[config.mk]
export PLATFORM = sky130hd
export DESIGN_NAME = dmb_mailbox_top
export DESIGN_NICKNAME = d
export VERILOG_FILES = /design/src/rtl/dmb_pkg.sv /design/src/rtl/dmb_decode.sv /design/src/rtl/dmb_slot.sv /design/src/rtl/dmb_mailbox_top.sv
export SDC_FILE = /design/constraint.sdc
export NUM_CORES = 1
export LEC_CHECK = 0
export BUFFER_PORTS_ARGS = -buffer_cell sky130_fd_sc_hd__buf_2
export CORE_MARGIN = 4
export CORE_UTILIZATION = 30
export DETAILED_ROUTE_END_ITERATION = 8
export PLACE_DENSITY = 0.59
export SLEW_MARGIN = 10
export SYNTH_ARGS = -nofsm -noshare
export SYNTH_HDL_FRONTEND = slang
export SYNTH_SLANG_ARGS = --single-unit
[constraint.sdc]
create_clock -name clk -period 1.45 [get_ports clk]
set_input_delay 0.0725 -clock clk [delete_from_list [all_inputs] [get_ports clk]]
set_output_delay 0.0725 -clock clk [all_outputs]
set_load 0.005 [all_outputs]
[src/rtl/dmb_pkg.sv]
package dmb_pkg;
  // Decoded access of one port, already qualified by its enable.
  typedef struct packed {
    logic wr_own;   // write to the word this port owns
    logic wr_peer;  // write to the word the other port owns
    logic rd_own;   // read of own word
    logic rd_peer;  // read of the other port's word
  } acc_t;
endpackage

[src/rtl/dmb_decode.sv]
module dmb_decode #(
  parameter int AW   = 10,
  parameter int SIDE = 0
) (
  input  logic          en_n,
  input  logic          wr_n,
  input  logic [AW-1:0] addr,
  output dmb_pkg::acc_t acc
);
  localparam logic [AW-1:0] TOP_ADDR  = '1;
  localparam logic [AW-1:0] NEXT_ADDR = TOP_ADDR - 1'b1;
  localparam logic [AW-1:0] OWN_ADDR  = (SIDE != 0) ? TOP_ADDR : NEXT_ADDR;
  localparam logic [AW-1:0] PEER_ADDR = (SIDE != 0) ? NEXT_ADDR : TOP_ADDR;

  logic hit_own, hit_peer;
  assign hit_own  = !en_n && (addr == OWN_ADDR);
  assign hit_peer = !en_n && (addr == PEER_ADDR);

  assign acc.wr_own  = hit_own  && !wr_n;
  assign acc.wr_peer = hit_peer && !wr_n;
  assign acc.rd_own  = hit_own  &&  wr_n;
  assign acc.rd_peer = hit_peer &&  wr_n;
endmodule

[src/rtl/dmb_slot.sv]
module dmb_slot #(
  parameter int DW = 16
) (
  input  logic          clk,
  input  logic          rst,
  input  logic          peer_wr,
  input  logic          peer_blk,
  input  logic [DW-1:0] peer_data,
  input  logic          own_wr,
  input  logic          own_rd,
  input  logic          own_blk,
  input  logic [DW-1:0] own_data,
  output logic [DW-1:0] word,
  output logic          irq_n
);
  logic          flag_q;
  logic [DW-1:0] word_q;
  logic          set_ev, clr_ev, own_st;

  assign set_ev = peer_wr && !peer_blk;
  assign clr_ev = own_rd  && !own_blk;
  assign own_st = own_wr  && !own_blk;

  always_ff @(posedge clk) begin
    if (rst) begin
      flag_q <= 1'b0;
      word_q <= '0;
    end else begin
      if (set_ev)      flag_q <= 1'b1;
      else if (clr_ev) flag_q <= 1'b0;
      if (set_ev)      word_q <= peer_data;
      else if (own_st) word_q <= own_data;
    end
  end

  assign word  = word_q;
  assign irq_n = ~flag_q;

  AST_SET_BEATS_CLEAR: assert property (@(posedge clk) disable iff (rst)
    (peer_wr && !peer_blk && own_rd && !own_blk) |=> !irq_n);
  AST_OWN_WRITE_QUIET: assert property (@(posedge clk) disable iff (rst)
    (own_wr && !peer_wr) |=> $stable(irq_n));
  AST_PEER_DATA_KEPT: assert property (@(posedge clk) disable iff (rst)
    (peer_wr && !peer_blk) |=> (word == $past(peer_data)));
endmodule

[src/rtl/dmb_mailbox_top.sv]
module dmb_mailbox_top #(
  parameter int AW = 10,
  parameter int DW = 16
) (
  input  logic          clk,
  input  logic          rst,
  input  logic          l_en_n,
  input  logic          l_wr_n,
  input  logic [AW-1:0] l_addr,
  input  logic [DW-1:0] l_wdata,
  input  logic          l_hold,
  output logic [DW-1:0] l_rdata,
  output logic          l_irq_n,
  input  logic          r_en_n,
  input  logic          r_wr_n,
  input  logic [AW-1:0] r_addr,
  input  logic [DW-1:0] r_wdata,
  input  logic          r_hold,
  output logic [DW-1:0] r_rdata,
  output logic          r_irq_n
);
  localparam int NPORT = 2;
  localparam logic [AW-1:0] MB_R = '1;
  localparam logic [AW-1:0] MB_L = MB_R - 1'b1;

  logic [NPORT-1:0] en_n, wr_n, hold, irq_n;
  logic [AW-1:0]    addr  [NPORT];
  logic [DW-1:0]    wdata [NPORT];
  logic [DW-1:0]    word  [NPORT];
  dmb_pkg::acc_t    acc   [NPORT];

  assign en_n  = {r_en_n, l_en_n};
  assign wr_n  = {r_wr_n, l_wr_n};
  assign hold  = {r_hold, l_hold};
  assign addr[0]  = l_addr;
  assign addr[1]  = r_addr;
  assign wdata[0] = l_wdata;
  assign wdata[1] = r_wdata;

  for (genvar p = 0; p < NPORT; p++) begin : g_port
    logic [DW-1:0] rd_q;

    dmb_decode #(.AW(AW), .SIDE(p)) u_dec (
      .en_n (en_n[p]),
      .wr_n (wr_n[p]),
      .addr (addr[p]),
      .acc  (acc[p])
    );

    always_ff @(posedge clk) begin
      if (rst)                 rd_q <= '0;
      else if (acc[p].rd_own)  rd_q <= word[p];
      else if (acc[p].rd_peer) rd_q <= word[NPORT-1-p];
      else                     rd_q <= '0;
    end

    dmb_slot #(.DW(DW)) u_slot (
      .clk       (clk),
      .rst       (rst),
      .peer_wr   (acc[NPORT-1-p].wr_peer),
      .peer_blk  (hold[NPORT-1-p]),
      .peer_data (wdata[NPORT-1-p]),
      .own_wr    (acc[p].wr_own),
      .own_rd    (acc[p].rd_own),
      .own_blk   (hold[p]),
      .own_data  (wdata[p]),
      .word      (word[p]),
      .irq_n     (irq_n[p])
    );
  end

  assign l_rdata = g_port[0].rd_q;
  assign r_rdata = g_port[1].rd_q;
  assign l_irq_n = irq_n[0];
  assign r_irq_n = irq_n[1];

  AST_RESET_IDLE: assert property (@(posedge clk)
    rst |=> (l_irq_n && r_irq_n && l_rdata == '0 && r_rdata == '0));
  AST_L_RAISES_R: assert property (@(posedge clk) disable iff (rst)
    (!l_en_n && !l_wr_n && l_addr == MB_R && !l_hold) |=> !r_irq_n);
  AST_R_RAISES_L: assert property (@(posedge clk) disable iff (rst)
    (!r_en_n && !r_wr_n && r_addr == MB_L && !r_hold) |=> !l_irq_n);
  AST_L_OWN_READ_CLEARS: assert property (@(posedge clk) disable iff (rst)
    (!l_en_n && l_wr_n && l_addr == MB_L && !l_hold &&
     !(!r_en_n && !r_wr_n && r_addr == MB_L)) |=> l_irq_n);
  AST_R_PEEK_NO_EFFECT: assert property (@(posedge clk) disable iff (rst)
    (!r_en_n && r_wr_n && r_addr == MB_L && l_en_n) |=> $stable(l_irq_n));
  AST_HELD_WRITE_NO_SET: assert property (@(posedge clk) disable iff (rst)
    (!l_en_n && !l_wr_n && l_addr == MB_R && l_hold && r_irq_n && r_en_n) |=> r_irq_n);
  AST_HELD_READ_NO_CLEAR: assert property (@(posedge clk) disable iff (rst)
    (!r_en_n && r_wr_n && r_addr == MB_R && r_hold && !r_irq_n) |=> !r_irq_n);
  AST_DISABLED_IDLE: assert property (@(posedge clk) disable iff (rst)
    (l_en_n && r_en_n) |=> ($stable(l_irq_n) && $stable(r_irq_n) &&
                            l_rdata == '0 && r_rdata == '0));
endmodule

==> results.yml <==
cells_and_area:
  drive_above_1_share: 0.349
  area_growth_pct: 35.9
  insertedDiodeCount: 0
  layout.nets: 516
outcome:
  status: "finished clean"
placement:
  place_ws_ns: -0.178
  place.port_buffers: 93
  gp_congestion: 0.808
  dp_hpwl_um: 6670
clock_network:
  htreeDepth: 3
  cts_root_buf: "clkbuf_8"
  cts.sinks: 66
  clkTransAtPathRegs_ns: 0.08
  post_cts_resized: 0
  cts_setup_buffers: 0
  cts_tree: "yes"
  cts_inserted_buffers: 9
  clockBufferDepth: 2
  ctsHoldBuffers: 9
  clk_latency_ns: 0.35
pwr:
  p_leak_nw: 1.65
  peakVddDrop_v: 0.000502
  power_density_nw_per_um2: 941
synthesis:
  yosysWarnings: 0
  syn_nets: 400
  yosysMostFrequentCell: "dfxtp_1"
  synthTopCellsByCount: "dfxtp_1, nor2_1, mux2i_1"
  synthesis.area_um2: 3050
  synthArstFlopShare: 0
  yosysUniqueCellTypes: 28
  yosysSeqAreaShare: 0.434
  yosys.area.top_type: "dfxtp_1"
  syn_inst: 340
  synth_area_leaders: "dfxtp_1, mux2i_1, nor2_1, a211oi_1, o21bai_1"
  synth_top_area_frac: 0.434
  syn_area_per_cell_um2: 8.96
  ys_ff_latch: 66
  synth_ff_type: "dfxtp_1"
  synth_edf_count: 0
floorplanning:
  pin_count: 94
  start_util: 0.310
  dieHeight_um: 109
  chipWidth_um: 109
  die_area_um2: 11800
  core_area_um2: 9820
  num_rows: 36
worst_setup_path:
  endpoint_kind: "flip-flop"
  path_cells: "buf_2 -> or3_1 -> or4_1 -> buf_4 -> a211oi_1 -> nor3_1"
  cp_data_arrival_time_ns: 1.49
  timing.critical_path.slowest_stage_cell: "or4_1"
  cp-start-kind: "input port"
  cp.required_ns: 1.68
  cp_max_fo: 16
  max_stage_delay_ns: 0.40
  critical_path_class: "in2reg"
  r2r_slack_ns: 0.67
drt:
  vias_per_cell: 5.02
  vias: 2979
  wl_per_cell_um: 15.8
  drt_iter0_drc: 165
  ant_nets: 0
  wirelength_um: 9370
  dr.pass1.iters: 4
  drc: 0
sta:
  setup_ws_ns: 0.188
  fin_hold_ws_ns: 0.0103
  hold_viol: 0
  fin_crit_sh: 0.870
  min_period_ns: 1.26
  skew_ns: 0.00657
  rsz0062_at_grt: "no"
  drv_slew: 0
  setup_viol: 0
  max_freq_mhz: 792
  slew_headroom: 0.767
  worstMarginPinSlew_ns: 0.349
grt:
  grt_max_degree: 35
  grtUsageTotal: 0.163
  grt_pass1_wl_um: 15100
  grt_overflow: 0
  antenna_found_initial: 0
  grt_pass1_vias: 3037
flow_run:
  cap_viol_max_count: 0
hold_path:
  hold_class: "in2reg"
-- worst max-delay path, delay by kind of cell --
kind                   cells  cell delay (ns)
and+or+nand+nor            3             0.83
buffers and inverters      2             0.32
AOI/OAI and AO/OA          1             0.27
-- sequential cells by signal (all words and copies together) (netlist names) --
name	count
l_rdata	16
r_rdata	16
g_port.u_slot.flag_q	2
g_port.u_slot.word	32
-- layer usage --
layer,up-vias,wire [um],share of wire,GRT usage
met5,-,0,0,0
met4,0,181,0.019,0.0676
met3,18,607,0.065,0.0349
met2,103,4450,0.48,0.270
met1,1375,4120,0.44,0.207
li1,1483,-,-,-
-- kinds of logic after synthesis --
group / Yosys count / synth area share
compound gates: 52 / 0.121
mux: 32 / 0.105
buf+inv: 39 / 0.0604
simple gates: 151 / 0.280
flops: 66 / 0.434
-- power breakdown --
part / leakage (nW) / switching, mW / internal [mW]
combinational: 1.02 / 0.163 / 0.165
sequential: 0.531 / 0.000208 / 1.81
clock: 0.104 / 0.775 / 0.981
-- path summary, 6_finish.rpt --
| path | from | end | cells past startpoint |
|---|---|---|---|
| max reg2reg | g_port[0].u_slot.flag_q$_SDFFE_PP0P_ | g_port[0].u_slot.flag_q$_SDFFE_PP0P_ | 3 |
| min | r_wdata[14] | g_port[1].u_slot.word[14]$_SDFFE_PP0P_ | 3 |
| max | l_wr_n | g_port[0].u_slot.word[7]$_SDFFE_PP0P_ | 6 |
| min reg2reg | g_port[1].u_slot.word[14]$_SDFFE_PP0P_ | g_port[1].u_slot.word[14]$_SDFFE_PP0P_ | 2 |
-- metrics by stage --
step	total power, mW	util	cells	setup TNS, ns	cell area, um^2
finish	3.89	0.422	594	0	4140
global route	4.03	0.422	594	0	4140
CTS	3.93	0.422	594	0	4140
detailed placement	2.16	0.389	569	-5.01	3820
global placement	2.16	0.389	569	-4.37	3820
floorplan	1.99	-	340	-0.938	3080
-- placed cells by master (no fill, tap or decap), types with 17 or more instances in the layout --
cell type | netlist | final
mux2i_1 | 32 | 32
dfxtp_1 | 66 | 66
nor4_1 | 17 | 17
nor2_1 | 48 | 48
buf_4 | 0 | 37
buf_2 | 6 | 93
-- final cells by class --
class,instances,area (um^2)
Fill cell,1038,5680
Multi-Input combinational cell,235,1540
Sequential cell,66,1320
Timing Repair Buffer,141,873
Tap cell,133,166
Clock buffer,9,124
Clock inverter,7,103
Inverter,3,11.3
No activity file was read; power rests on OpenSTA's default activity.
